==> src/rtl/prn_pkg.sv <==
package prn_pkg;

    typedef enum logic {
        PH_IDLE = 1'b0,
        PH_BUSY = 1'b1
    } prn_phase_e;

    localparam int unsigned DEF_DATA_W = 8;
    localparam int unsigned DEF_CNT_W  = 8;
    localparam int unsigned DEF_BUSY   = 4;

    // Width large enough to hold values 0..n.
    function automatic int unsigned span_bits(input int unsigned n);
        return (n < 2) ? 1 : $clog2(n + 1);
    endfunction

endpackage

==> src/rtl/prn_busy_timer.sv <==
module prn_busy_timer
    import prn_pkg::*;
#(
    parameter int unsigned BUSY_CYCLES = DEF_BUSY
) (
    input  logic clk,
    input  logic rst,
    input  logic start,
    output logic busy,
    output logic finish
);
    localparam int unsigned TW = span_bits(BUSY_CYCLES);
    localparam logic [TW-1:0] LOAD = TW'(BUSY_CYCLES - 1);

    prn_phase_e    phase;
    logic [TW-1:0] left;

    always_ff @(posedge clk) begin
        if (rst) begin
            phase  <= PH_IDLE;
            left   <= '0;
            finish <= 1'b0;
        end else begin
            finish <= 1'b0;
            unique case (phase)
                PH_IDLE: begin
                    if (start) begin
                        phase <= PH_BUSY;
                        left  <= LOAD;
                    end
                end
                PH_BUSY: begin
                    if (left == '0) begin
                        phase  <= PH_IDLE;
                        finish <= 1'b1;
                    end else begin
                        left <= left - 1'b1;
                    end
                end
                default: phase <= PH_IDLE;
            endcase
        end
    end

    assign busy = (phase == PH_BUSY);
endmodule

==> src/rtl/prn_capture.sv <==
module prn_capture #(
    parameter int unsigned DATA_W = 8
) (
    input  logic              clk,
    input  logic              rst,
    input  logic              take,
    input  logic [DATA_W-1:0] din,
    output logic [DATA_W-1:0] dout
);
    always_ff @(posedge clk) begin
        if (rst)       dout <= '0;
        else if (take) dout <= din;
    end
endmodule

==> src/rtl/prn_tally.sv <==
module prn_tally #(
    parameter int unsigned CNT_W = 8
) (
    input  logic             clk,
    input  logic             rst,
    input  logic             take,
    input  logic             stray,
    output logic [CNT_W-1:0] count,
    output logic             err
);
    always_ff @(posedge clk) begin
        if (rst) begin
            count <= '0;
            err   <= 1'b0;
        end else begin
            if (take)  count <= count + 1'b1;
            if (stray) err   <= 1'b1;
        end
    end
endmodule

==> src/rtl/prn_sink.sv <==
module prn_sink
    import prn_pkg::*;
#(
    parameter int unsigned DATA_W      = DEF_DATA_W,
    parameter int unsigned CNT_W       = DEF_CNT_W,
    parameter int unsigned BUSY_CYCLES = DEF_BUSY
) (
    input  logic              clk,
    input  logic              rst,
    input  logic              stb_i,
    input  logic [DATA_W-1:0] data_i,
    output logic              ready_o,
    output logic [DATA_W-1:0] byte_o,
    output logic              done_o,
    output logic [CNT_W-1:0]  accepted_o,
    output logic              proto_err_o
);
    logic busy;
    logic take;
    logic stray;

    assign take  = stb_i & ~busy;
    assign stray = stb_i &  busy;

    prn_busy_timer #(.BUSY_CYCLES(BUSY_CYCLES)) u_timer (
        .clk    (clk),
        .rst    (rst),
        .start  (take),
        .busy   (busy),
        .finish (done_o)
    );

    prn_capture #(.DATA_W(DATA_W)) u_cap (
        .clk  (clk),
        .rst  (rst),
        .take (take),
        .din  (data_i),
        .dout (byte_o)
    );

    prn_tally #(.CNT_W(CNT_W)) u_tally (
        .clk   (clk),
        .rst   (rst),
        .take  (take),
        .stray (stray),
        .count (accepted_o),
        .err   (proto_err_o)
    );

    assign ready_o = ~busy;
endmodule

==> config.mk <==
export PLATFORM = sky130hd
export DESIGN_NAME = prn_sink
export DESIGN_NICKNAME = d
export VERILOG_FILES = /design/src/rtl/prn_pkg.sv /design/src/rtl/prn_busy_timer.sv /design/src/rtl/prn_capture.sv /design/src/rtl/prn_tally.sv /design/src/rtl/prn_sink.sv
export SDC_FILE = /design/constraint.sdc
export NUM_CORES = 1
export LEC_CHECK = 0
export BUFFER_PORTS_ARGS = -buffer_cell sky130_fd_sc_hd__buf_2
export CELL_PAD_IN_SITES_DETAIL_PLACEMENT = 0
export CELL_PAD_IN_SITES_GLOBAL_PLACEMENT = 2
export CORE_MARGIN = 2
export CORE_UTILIZATION = 25
export CTS_BUF_LIST = sky130_fd_sc_hd__clkbuf_4 sky130_fd_sc_hd__clkbuf_8 sky130_fd_sc_hd__clkbuf_16
export DETAILED_ROUTE_END_ITERATION = 8
export GPL_TIMING_DRIVEN = 0
export PLACE_DENSITY_LB_ADDON = 0.05
export REMOVE_ABC_BUFFERS = 1
export SLEW_MARGIN = 5
export SYNTH_ARGS = -nofsm -noshare
export SYNTH_HDL_FRONTEND = slang
export SYNTH_SLANG_ARGS = --single-unit
export TNS_END_PERCENT = 10
==> constraint.sdc <==
create_clock -name clk -period 1.67 [get_ports clk]
set_clock_uncertainty 0.15 [all_clocks]
set_input_delay 0.2505 -clock clk [delete_from_list [all_inputs] [get_ports clk]]
set_output_delay 0.2505 -clock clk [all_outputs]
set_load 0.005 [all_outputs]
# Word level (Yosys, flattened, before mapping)
# Cells that the tools add are included.
# Widths: inputs -> output; s select.
[word_totals]
ff_bits = 22
rom_bits = 0
elab_cells = 23
mem_bits_rw = 0
mem_count = 0
output_inout_bits = 19
latch_bits = 0
[op_classes]
order_cmp = 0
n_div = 0
n_eq_ne = 2
n_mul = 0
add_sub_neg = 2
reduce_logical = 3
muxes = 7
n_shift = 0
n_bitwise = 3
[op_table]
columns = ["operator", "n"]
rows = [
  ["$add 8x1->8 const B", 1],
  ["$mux 3", 2],
  ["$pmux 3 s2", 1],
  ["$logic_not 3->1", 1],
  ["$mux 1", 3],
  ["$sub 3x1->3 const B", 1],
  ["$and 1x1->1", 2],
  ["$ne 2x1->1 const B", 1],
  ["$ne 2x2->1 const B", 1],
  ["$pmux 1 s2", 1],
  ["$reduce_and 2->1", 1],
  ["$reduce_or 2->1", 1],
  ["$not 1->1", 1],
]

# Longest topological paths before layout
# Gate-level depths: netlist of the first run.
[logic_depth]
word_depth = 4
mapped_depth = 6

# Hierarchy
# Synthesis of the first run repeated with hierarchy kept, for this count alone.
[hier_totals]
cells_unflattened = 91
area_unflattened_um2 = 893.4
[modules_own_cells]
columns = ["module", "area_per_inst_um2", "instances", "seq_area_each_um2", "cells_per_inst"]
rows = [
  ["prn_tally", 366.6, 1, 180.2, 40],
  ["prn_capture", 285.3, 1, 160.2, 26],
  ["prn_busy_timer", 225.2, 1, 100.1, 22],
  ["prn_sink", 16.3, 1, 0.0, 3],
]

# Least setup slack after synthesis of the first run
# OpenSTA, ideal clock, no wires.
[synth_timing]
path_type = "register to register"
startpoint = "register u_timer.left[0]"
endpoint = "register u_timer.left[0]"
stages_incl_launch_ff = 7
setup_slack_ns = 0.248
setup_ns = 0.086
required_time_ns = 1.434
n_path_buf = 0
arrival_time_ns = 1.186
period_less_slack_ns = 1.422
path_cell_list = "dfxtp_1 -> inv_1 -> ha_1 -> ha_1 -> nor2b_1 -> nor3_1 -> a211oi_1"
[synth_between]
elab_chain_cells = 3
word_cells_on_any_way = 6
[synth_lines]
columns = ["element", "line", "rtl"]
rows = [
  ["start: declaration", "prn_busy_timer.sv:16", "logic [TW-1:0] left;"],
  ["start signal: assignment", "prn_busy_timer.sv:37", "left <= left - 1'b1;"],
  ["$sub 3x1->3 / $logic_not 3->1 (equally long branches)", "prn_busy_timer.sv:37, prn_busy_timer.sv:33", ""],
  ["$mux 3 / $ne 2x2->1 (equally long branches)", "--", ""],
  ["$pmux 3 s2 / $reduce_and 2->1 (equally long branches)", "--", ""],
]
# Several ways; a longest one is shown, not always the timed one. The select of a mux whose other input is x is not followed.
# A chain may end at the register's enable or synchronous reset.

# Final worst setup path of the first run
[layout_timing]
startpoint = "register u_timer.left[0]"
endpoint = "register u_timer.left[2]"
# The elaborated chain is that of the path after synthesis.

==> flow_summary.json, run 1 <==
{
  "yosys-top-cells-area": "dfxtp_1 (50%), a21oi_1 (9.1%), nand2_1 (8.1%)",
  "slew_headroom": 0.6323,
  "fin_nets": 146,
  "end_kind": "flip-flop",
  "synth-edff-count": 0,
  "crit_fanout": 4,
  "antenna_found_initial": 0,
  "drt-total-wl_mm": 2.011,
  "final_antenna_net_count": 0,
  "pre_cts_ws_ns": -0.09181,
  "mostFrequentLayoutCells": "buf_2 (29), dfxtp_1 (22), nand2_1 (19)",
  "fp.dieW_um": 63.40,
  "io_buffers": 29,
  "slew_violations": 0,
  "final_common_cell": "buf_2",
  "startpoint_type": "flip-flop",
  "cts_tree": "done",
  "clkLatencyLatePin_ns": 0.30,
  "powerDensity_nw_per_um2": 865.5,
  "dp_hpwl_mm": 1.349,
  "seq_power_share": 0.602,
  "crit_top_cell": "ha_1",
  "ios": 30,
  "fin_crit_sh": 0.9212,
  "dp_cells": 172,
  "synthesis.area_um2": 882.1,
  "layout_setup_ws_ns": 0.1317,
  "status": "finished, final reports clean",
  "crit_arrival_ns": 1.58,
  "fp.coreArea_um2": 3363,
  "min_period_ns": 1.538,
  "clkTransAtPathRegs_ns": 0.12,
  "area_delta_synth_final_pct": 25.96,
  "synth.distinct_cells": 24,
  "yosysWarnings": 0,
  "synth.avg_cell_area_um2": 8.734,
  "yosys.area.top_type": "dfxtp_1",
  "cts_buffer_depth": 2,
  "cts.sinks": 22,
  "die_y_um": 63.40,
  "path_cells": "inv_1, ha_1, ha_1, nand2b_1, a31oi_1, nor2_1",
  "synth-seq-cells": 22,
  "hold_slack_ns": 0.01896,
  "cts_htree_levels": 1,
  "grt_usage": 0.1047,
  "setup_violations": 0,
  "yosysSeqAreaShare": 0.4993,
  "synth-async-reset-ratio": 0,
  "rows": 21,
  "drt-vias-per-instance": 4.426,
  "drive_gt1_frac": 0.2846,
  "overflow": 0,
  "synth_top_area_frac": 0.4993,
  "drcViolationCount": 0,
  "fmax_mhz": 650.1,
  "hold_violations": 0,
  "grt_pass1_vias": 709,
  "crit_slowest_cell": "dfxtp_1",
  "grt_pass1_wl_mm": 3.270,
  "slowest_delay_ns": 0.37,
  "leakage_nw": 0.4979,
  "wl_per_cell_um": 11.43,
  "crit_type": "flip-flop to flip-flop",
  "routabilityCongestion": 0.7112,
  "tightest_slew_ns": 0.5491,
  "vdd_drop_max_uv": 217.8,
  "dieArea_um2": 4020,
  "drv_cap": 0,
  "place_area_um2": 1069,
  "drtIter0Drc": 25,
  "yosys_most_used_dff": "dfxtp_1",
  "crit_buf_inv": 1,
  "cts_made_buffers": 3,
  "drt_pass1_iterations": 2,
  "grt_max_degree": 23,
  "power.share.clock": 0.251,
  "cp_top_family": "adder cells",
  "root_buffer": "clkbuf_4",
  "hold_path.class": "primary input to flip-flop",
  "vias": 779,
  "fin_util": 0.3304,
  "p_comb_frac": 0.146,
  "post-cts-setup-buffer-count": 0,
  "power.internal_uw": 705.4,
  "syn_inst": 101,
  "critical_path_required_ns": 1.71,
  "net-switching-power_uw": 256.3,
  "antenna_cells": 0,
  "grt_setup_unrepaired": "no",
  "start_util": 0.2623,
  "finalInstanceArea_um2": 1111,
  "p_sw_frac": 0.2665,
  "fin_cells": 176
}
worst paths after layout:
kind | from | to | slack (ns) | cells past startpoint
setup / recovery | u_timer.left[0] | u_timer.left[2] | 0.13 | 6
hold / removal | data_i[6] | u_cap.dout[6] | 0.02 | 3
setup reg to reg | u_timer.left[0] | u_timer.left[2] | 0.13 | 6
hold reg to reg | u_cap.dout[3] | u_cap.dout[3] | 0.31 | 2
tightest hold or removal path, cell delays in order:
cell     delay (ns)
buf_2          0.10
nand2_1        0.04
a21oi_1        0.05
registers in the layout, summed over array words and instances (netlist names):
name and count:
u_tally.count 8, u_timer.finish 1, u_tally.err 1, u_cap.dout 8, u_timer.left 3, u_timer.busy 1
power groups by stage:
stage | logic [mW] | clock network (mW) | registers, mW
final | 0.141 | 0.242 | 0.579
after CTS | 0.136 | 0.262 | 0.580
after floorplan | 0.0730 | 0 | 0.589
after detailed placement | 0.135 | 0 | 0.591
after global placement | 0.134 | 0 | 0.590
after global routing | 0.161 | 0.278 | 0.585
per-stage QoR:
step                setup TNS, ns  total power, mW
finish                          0           0.9616
global route                    0            1.024
CTS                             0           0.9784
detailed placement        -0.2943           0.7260
global placement          -0.2292           0.7239
floorplan                       0           0.6624
area by class of cell:
class | count | area (µm²)
Fill cell | 400 | 2252
Sequential cell | 22 | 440.4
Multi-Input combinational cell | 69 | 412.9
Timing Repair Buffer | 30 | 155.1
Tap cell | 46 | 57.56
Clock buffer | 3 | 22.52
Inverter | 6 | 22.52
cells by family (layout without fill, tap and decap cells):
| kind of cell | Yosys count | in the layout | share of synthesized area |
|---|---|---|---|
| adders and majority gates | 3 | 3 | 0.04256 |
| buffers and inverters | 10 | 39 | 0.04396 |
| DFF | 22 | 22 | 0.4993 |
| xor gates and xnor gates | 2 | 2 | 0.01986 |
| and+or+nand+nor | 40 | 40 | 0.2482 |
| AOI/OAI and AO/OA | 24 | 24 | 0.1461 |
cell usage after synthesis (2+ instances only):
library cell,number
dfxtp_1,22
a21oi_1,16
nand2b_1,2
clkbuf_1,3
nor2b_1,2
o21ai_0,4
ha_1,3
nand2_1,19
a211oi_1,2
nor2_1,4
inv_1,6
nor3b_1,2
or3_1,3
xnor2_1,2
nor3_1,2
layer usage:
layer | GRT usage | up-vias | wire [µm]
met4 | 0.04891 | 0 | 19
li1 | - | 402 | -
met3 | 0.02321 | 2 | 106
met1 | 0.1302 | 353 | 946
met2 | 0.1711 | 22 | 939
met5 | 0 | - | 0
repair_timing:
item	4_1_cts	5_1_grt
gates resized for setup	1	2
setup endpoints to repair	8	2
hold buffers	0	1
endpoints found under the hold margin	0	1
Power figures use the tool's default switching activity.
==> run 2: changes to the inputs <==
--- a/config.mk
+++ b/config.mk
@@ -9,11 +9,11 @@
 export CELL_PAD_IN_SITES_DETAIL_PLACEMENT = 0
 export CELL_PAD_IN_SITES_GLOBAL_PLACEMENT = 2
 export CORE_MARGIN = 2
-export CORE_UTILIZATION = 25
+export CORE_UTILIZATION = 27
 export CTS_BUF_LIST = sky130_fd_sc_hd__clkbuf_4 sky130_fd_sc_hd__clkbuf_8 sky130_fd_sc_hd__clkbuf_16
 export DETAILED_ROUTE_END_ITERATION = 8
-export GPL_TIMING_DRIVEN = 0
 export PLACE_DENSITY_LB_ADDON = 0.05
+export RECOVER_POWER = 100
 export REMOVE_ABC_BUFFERS = 1
 export SLEW_MARGIN = 5
 export SYNTH_ARGS = -nofsm -noshare
==> flow_summary.json, run 2 (synthesis gave the netlist of run 1 again) <==
{
  "ios": 30,
  "rows": 20,
  "critical_path_required_ns": 1.77,
  "io_buffers": 29,
  "root_buffer": "clkbuf_4",
  "grt_pass1_vias": 689,
  "final_common_cell": "dfxtp_1",
  "post-cts-setup-buffer-count": 0,
  "drcViolationCount": 0,
  "final_antenna_net_count": 0,
  "fp.coreArea_um2": 3078,
  "layout_setup_ws_ns": 0.1480,
  "fin_util": 0.3654,
  "grt_usage": 0.1189,
  "cts.sinks": 22,
  "dp_hpwl_mm": 1.381,
  "mostFrequentLayoutCells": "dfxtp_1 (22), nand2_1 (19), buf_2 (17)",
  "clkTransAtPathRegs_ns": 0.12,
  "drt-vias-per-instance": 4.419,
  "path_cells": "clkbuf_1, nand4b_4, or3_2, a21oi_1",
  "dieArea_um2": 3740,
  "crit_slowest_cell": "dfxtp_1",
  "startpoint_type": "flip-flop",
  "setup_violations": 0,
  "fin_crit_sh": 0.9114,
  "slew_headroom": 0.7061,
  "vdd_drop_max_uv": 255.4,
  "overflow": 0,
  "leakage_nw": 0.4683,
  "cts_tree": "done",
  "slew_violations": 0,
  "fp.dieW_um": 61.16,
  "drive_gt1_frac": 0.2000,
  "cts_buffer_depth": 2,
  "vias": 791,
  "antenna_cells": 0,
  "crit_type": "flip-flop to flip-flop",
  "end_kind": "flip-flop",
  "fin_nets": 150,
  "powerDensity_nw_per_um2": 906.7,
  "drt_pass1_iterations": 4,
  "crit_arrival_ns": 1.62,
  "reg_top3": "u_cap.dout: 8 flops, u_tally.count: 8 flops, u_timer.left: 3 flops",
  "drt-total-wl_mm": 1.917,
  "clkLatencyLatePin_ns": 0.31,
  "hold_path.class": "primary input to flip-flop",
  "slowest_delay_ns": 0.43,
  "antenna_found_initial": 0,
  "area_delta_synth_final_pct": 27.52,
  "crit_fanout": 6,
  "start_util": 0.2866,
  "tightest_slew_ns": 0.4409,
  "pre_cts_ws_ns": 0.1077,
  "die_y_um": 61.16,
  "crit_buf_inv": 1,
  "min_period_ns": 1.522,
  "tns_ns": 0,
  "grt_pass1_wl_mm": 3.153,
  "drv_cap": 0,
  "hold_violations": 0,
  "drtIter0Drc": 16,
  "cts_made_buffers": 3,
  "cts_htree_levels": 1,
  "grt_max_degree": 23,
  "fmax_mhz": 657.0,
  "cp_top_family": "simple AND/OR/NAND/NOR gates",
  "routabilityCongestion": 0.7449,
  "wl_per_cell_um": 10.71,
  "status": "finished, final reports clean"
}
==> run 2: path summary, 6_finish.rpt <==
check | startpoint | to | slack, ns | cells past startpoint
setup / recovery | u_tally.count[0] | u_tally.count[3] | 0.15 | 4
hold / removal | data_i[5] | u_cap.dout[5] | 0.01 | 3
setup reg to reg | u_tally.count[0] | u_tally.count[3] | 0.15 | 4
hold reg to reg | u_cap.dout[4] | u_cap.dout[4] | 0.31 | 2
==> run 2: cell type report <==
type,count,area [µm²]
inverters,6,22.52
flip-flops and latches,22,440.4
well taps,44,55.05
clock buffers,4,36.28
fillers,358,1953
multi-input cells,69,410.4
repair buffers,34,160.2
==> run 2: tightest hold or removal path: stages <==
cell and delay, ns:
buf_2 0.09, nand2_1 0.04, a21oi_1 0.05
==> run 2: per-stage QoR <==
stage          area [µm²]  power, mW  instances  hold slack (ns)
3_5_place_dp         1096     0.7396        174           0.2945
3_3_place_gp         1096     0.7357        174           0.2900
4_1_cts              1132      1.040        178         0.002846
2_1_floorplan       865.8     0.6624         97           0.1696
5_1_grt              1125      1.091        179        0.0002346
6_report             1125      1.020        179          0.01399
==> run 2: report_power, final <==
group	switching, mW	internal, mW	leakage, nW
Clock	0.165	0.133	0.0210
Sequential	0.0227	0.555	0.180
Combinational	0.0771	0.0677	0.267
Total	0.264	0.755	0.468
==> run 2: timing repair <==
| action | 4_1_cts | 5_1_grt |
|---|---|---|
| resized for setup | 0 | 2 |
| endpoints found under the hold margin | 0 | 1 |
| endpoints found under the setup margin | 0 | 2 |
| hold buffers | 0 | 1 |
==> run 2: routing by layer <==
metal,track usage,vias up,part of all wire
met2,0.1702,18,0.45
met1,0.1632,361,0.50
met4,0.06522,0,0.0094
met3,0.02941,2,0.042
met5,0,-,0
li1,-,410,-
==> run 3: changes to the inputs <==
--- a/config.mk
+++ b/config.mk
@@ -15,6 +15,7 @@
 export PLACE_DENSITY_LB_ADDON = 0.05
 export RECOVER_POWER = 100
 export REMOVE_ABC_BUFFERS = 1
+export SETUP_SLACK_MARGIN = 0.2
 export SLEW_MARGIN = 5
 export SYNTH_ARGS = -nofsm -noshare
 export SYNTH_HDL_FRONTEND = slang
==> flow_summary.json, run 3 (synthesis gave the netlist of run 1 again) <==
{
  "status": "finished, final reports clean",
  "multiInputGateArea_um2": 412.9,
  "final_common_cell": "dfxtp_1",
  "setup_violations": 0,
  "drt_pass1_iterations": 3,
  "hold_path_depth": 3,
  "rows": 20,
  "die_y_um": 61.16,
  "vias": 795,
  "fillCellCount": 354,
  "r2r-end": "u_tally.count[7]",
  "finalInstanceArea_um2": 1160,
  "cts_made_buffers": 3,
  "critical_path_required_ns": 1.77,
  "min_period_ns": 1.435,
  "grt_max_degree": 23,
  "pre_cts_ws_ns": 0.1077,
  "fp.coreArea_um2": 3078,
  "hold_path.class": "primary input to flip-flop",
  "mostFrequentLayoutCells": "dfxtp_1 (21), nand2_1 (19), buf_2 (19)",
  "drive_gt1_frac": 0.2536,
  "overflow": 0,
  "clkLatencyLatePin_ns": 0.30,
  "cts_tree": "done",
  "drtIter0Drc": 24,
  "wl_per_cell_um": 10.67,
  "hold_slack_ns": 0.01473,
  "dieArea_um2": 3740,
  "tightest_slew_ns": 0.4401,
  "drt-total-wl_mm": 1.942,
  "area_delta_synth_final_pct": 31.49,
  "ios": 30,
  "reg_top3": "u_cap.dout: 8 flops, u_tally.count: 8 flops, u_timer.left: 3 flops",
  "crit_type": "flip-flop to flip-flop",
  "fp.dieW_um": 61.16,
  "regArea_um2": 444.2,
  "start_util": 0.2866,
  "fmax_mhz": 696.8,
  "hold_violations": 0,
  "crit_fanout": 6,
  "final_antenna_net_count": 0,
  "cts_htree_levels": 1,
  "fin_cells": 182,
  "fin_util": 0.3768,
  "slew_headroom": 0.7066,
  "grt_pass1_vias": 694,
  "clkTransAtPathRegs_ns": 0.12,
  "antenna_cells": 0,
  "grt_setup_unrepaired": "yes",
  "fin_nets": 153,
  "place_area_um2": 1096,
  "reg2regPathDepth": 3,
  "end_kind": "flip-flop",
  "io_buffers": 29,
  "dp_cells": 174,
  "startpoint": "u_tally.count[3]",
  "grt_pass1_wl_mm": 3.167,
  "vdd_drop_max_uv": 256.2,
  "root_buffer": "clkbuf_4",
  "leakage_nw": 0.4946,
  "drt-vias-per-instance": 4.368,
  "r2r_slack_ns": 0.23,
  "fin_crit_sh": 0.8594,
  "layout_setup_ws_ns": 0.2348,
  "crit_arrival_ns": 1.53,
  "total_power_mw": 1.029,
  "cts_buffer_depth": 2,
  "slew_violations": 0,
  "startpoint_type": "flip-flop",
  "r2r-start": "u_tally.count[3]",
  "tns_ns": 0,
  "routabilityCongestion": 0.7449,
  "powerDensity_nw_per_um2": 887.3,
  "grt_usage": 0.1194,
  "drcViolationCount": 0,
  "drv_cap": 0,
  "cts.sinks": 22,
  "dp_hpwl_mm": 1.381,
  "cp-endpoint": "u_tally.count[7]",
  "antenna_found_initial": 0
}
run 3: final cells by class:
cell class | count | share of cell area
clock buffers | 4 | 0.03128
inverters | 6 | 0.01942
multi-input cells | 69 | 0.3560
flip-flops and latches | 22 | 0.3830
well taps | 44 | 0.04747
repair buffers | 37 | 0.1629
run 3: report_power, final:
group / leakage (nW) / switching, mW / internal (mW)
clock: 0.0210 / 0.161 / 0.133
combinational: 0.293 / 0.0785 / 0.0781
sequential: 0.181 / 0.0230 / 0.555
run 3: routing by layer:
layer  routed length (µm)  share of wire  GRT usage
met5                    0              0          0
met4                   15         0.0077    0.06522
met3                   71          0.037    0.02941
met2                  905           0.47     0.1717
met1                  949           0.49     0.1632
run 3: worst min-delay path by stage:
stage / start / end / slack (ns)
finish: data_i[5] / u_cap.dout[5] / 0.01
global placement: u_cap.dout[0] / u_cap.dout[0] / 0.29
detailed placement: u_cap.dout[4] / u_cap.dout[4] / 0.29
CTS: data_i[4] / u_cap.dout[4] / 0.003
global route: data_i[1] / u_cap.dout[1] / 0.0004
floorplan: rst / u_cap.dout[0] / 0.17
run 3: what timing repair did:
action / in CTS / in global routing
endpoints found under the hold margin: 0 / 1
gates cloned: 0 / 0
hold buffers: 0 / 1
pin swaps: 0 / 2
resized for setup: 3 / 7
buffers inserted: 0 / 3
endpoints found under the setup margin: 7 / 8
run 3: worst max-delay path, stage by stage, from the launching register on:
cell     delay, ns
dfxtp_1       0.43
nand4_2       0.16
or4_1         0.49
a21oi_1       0.15
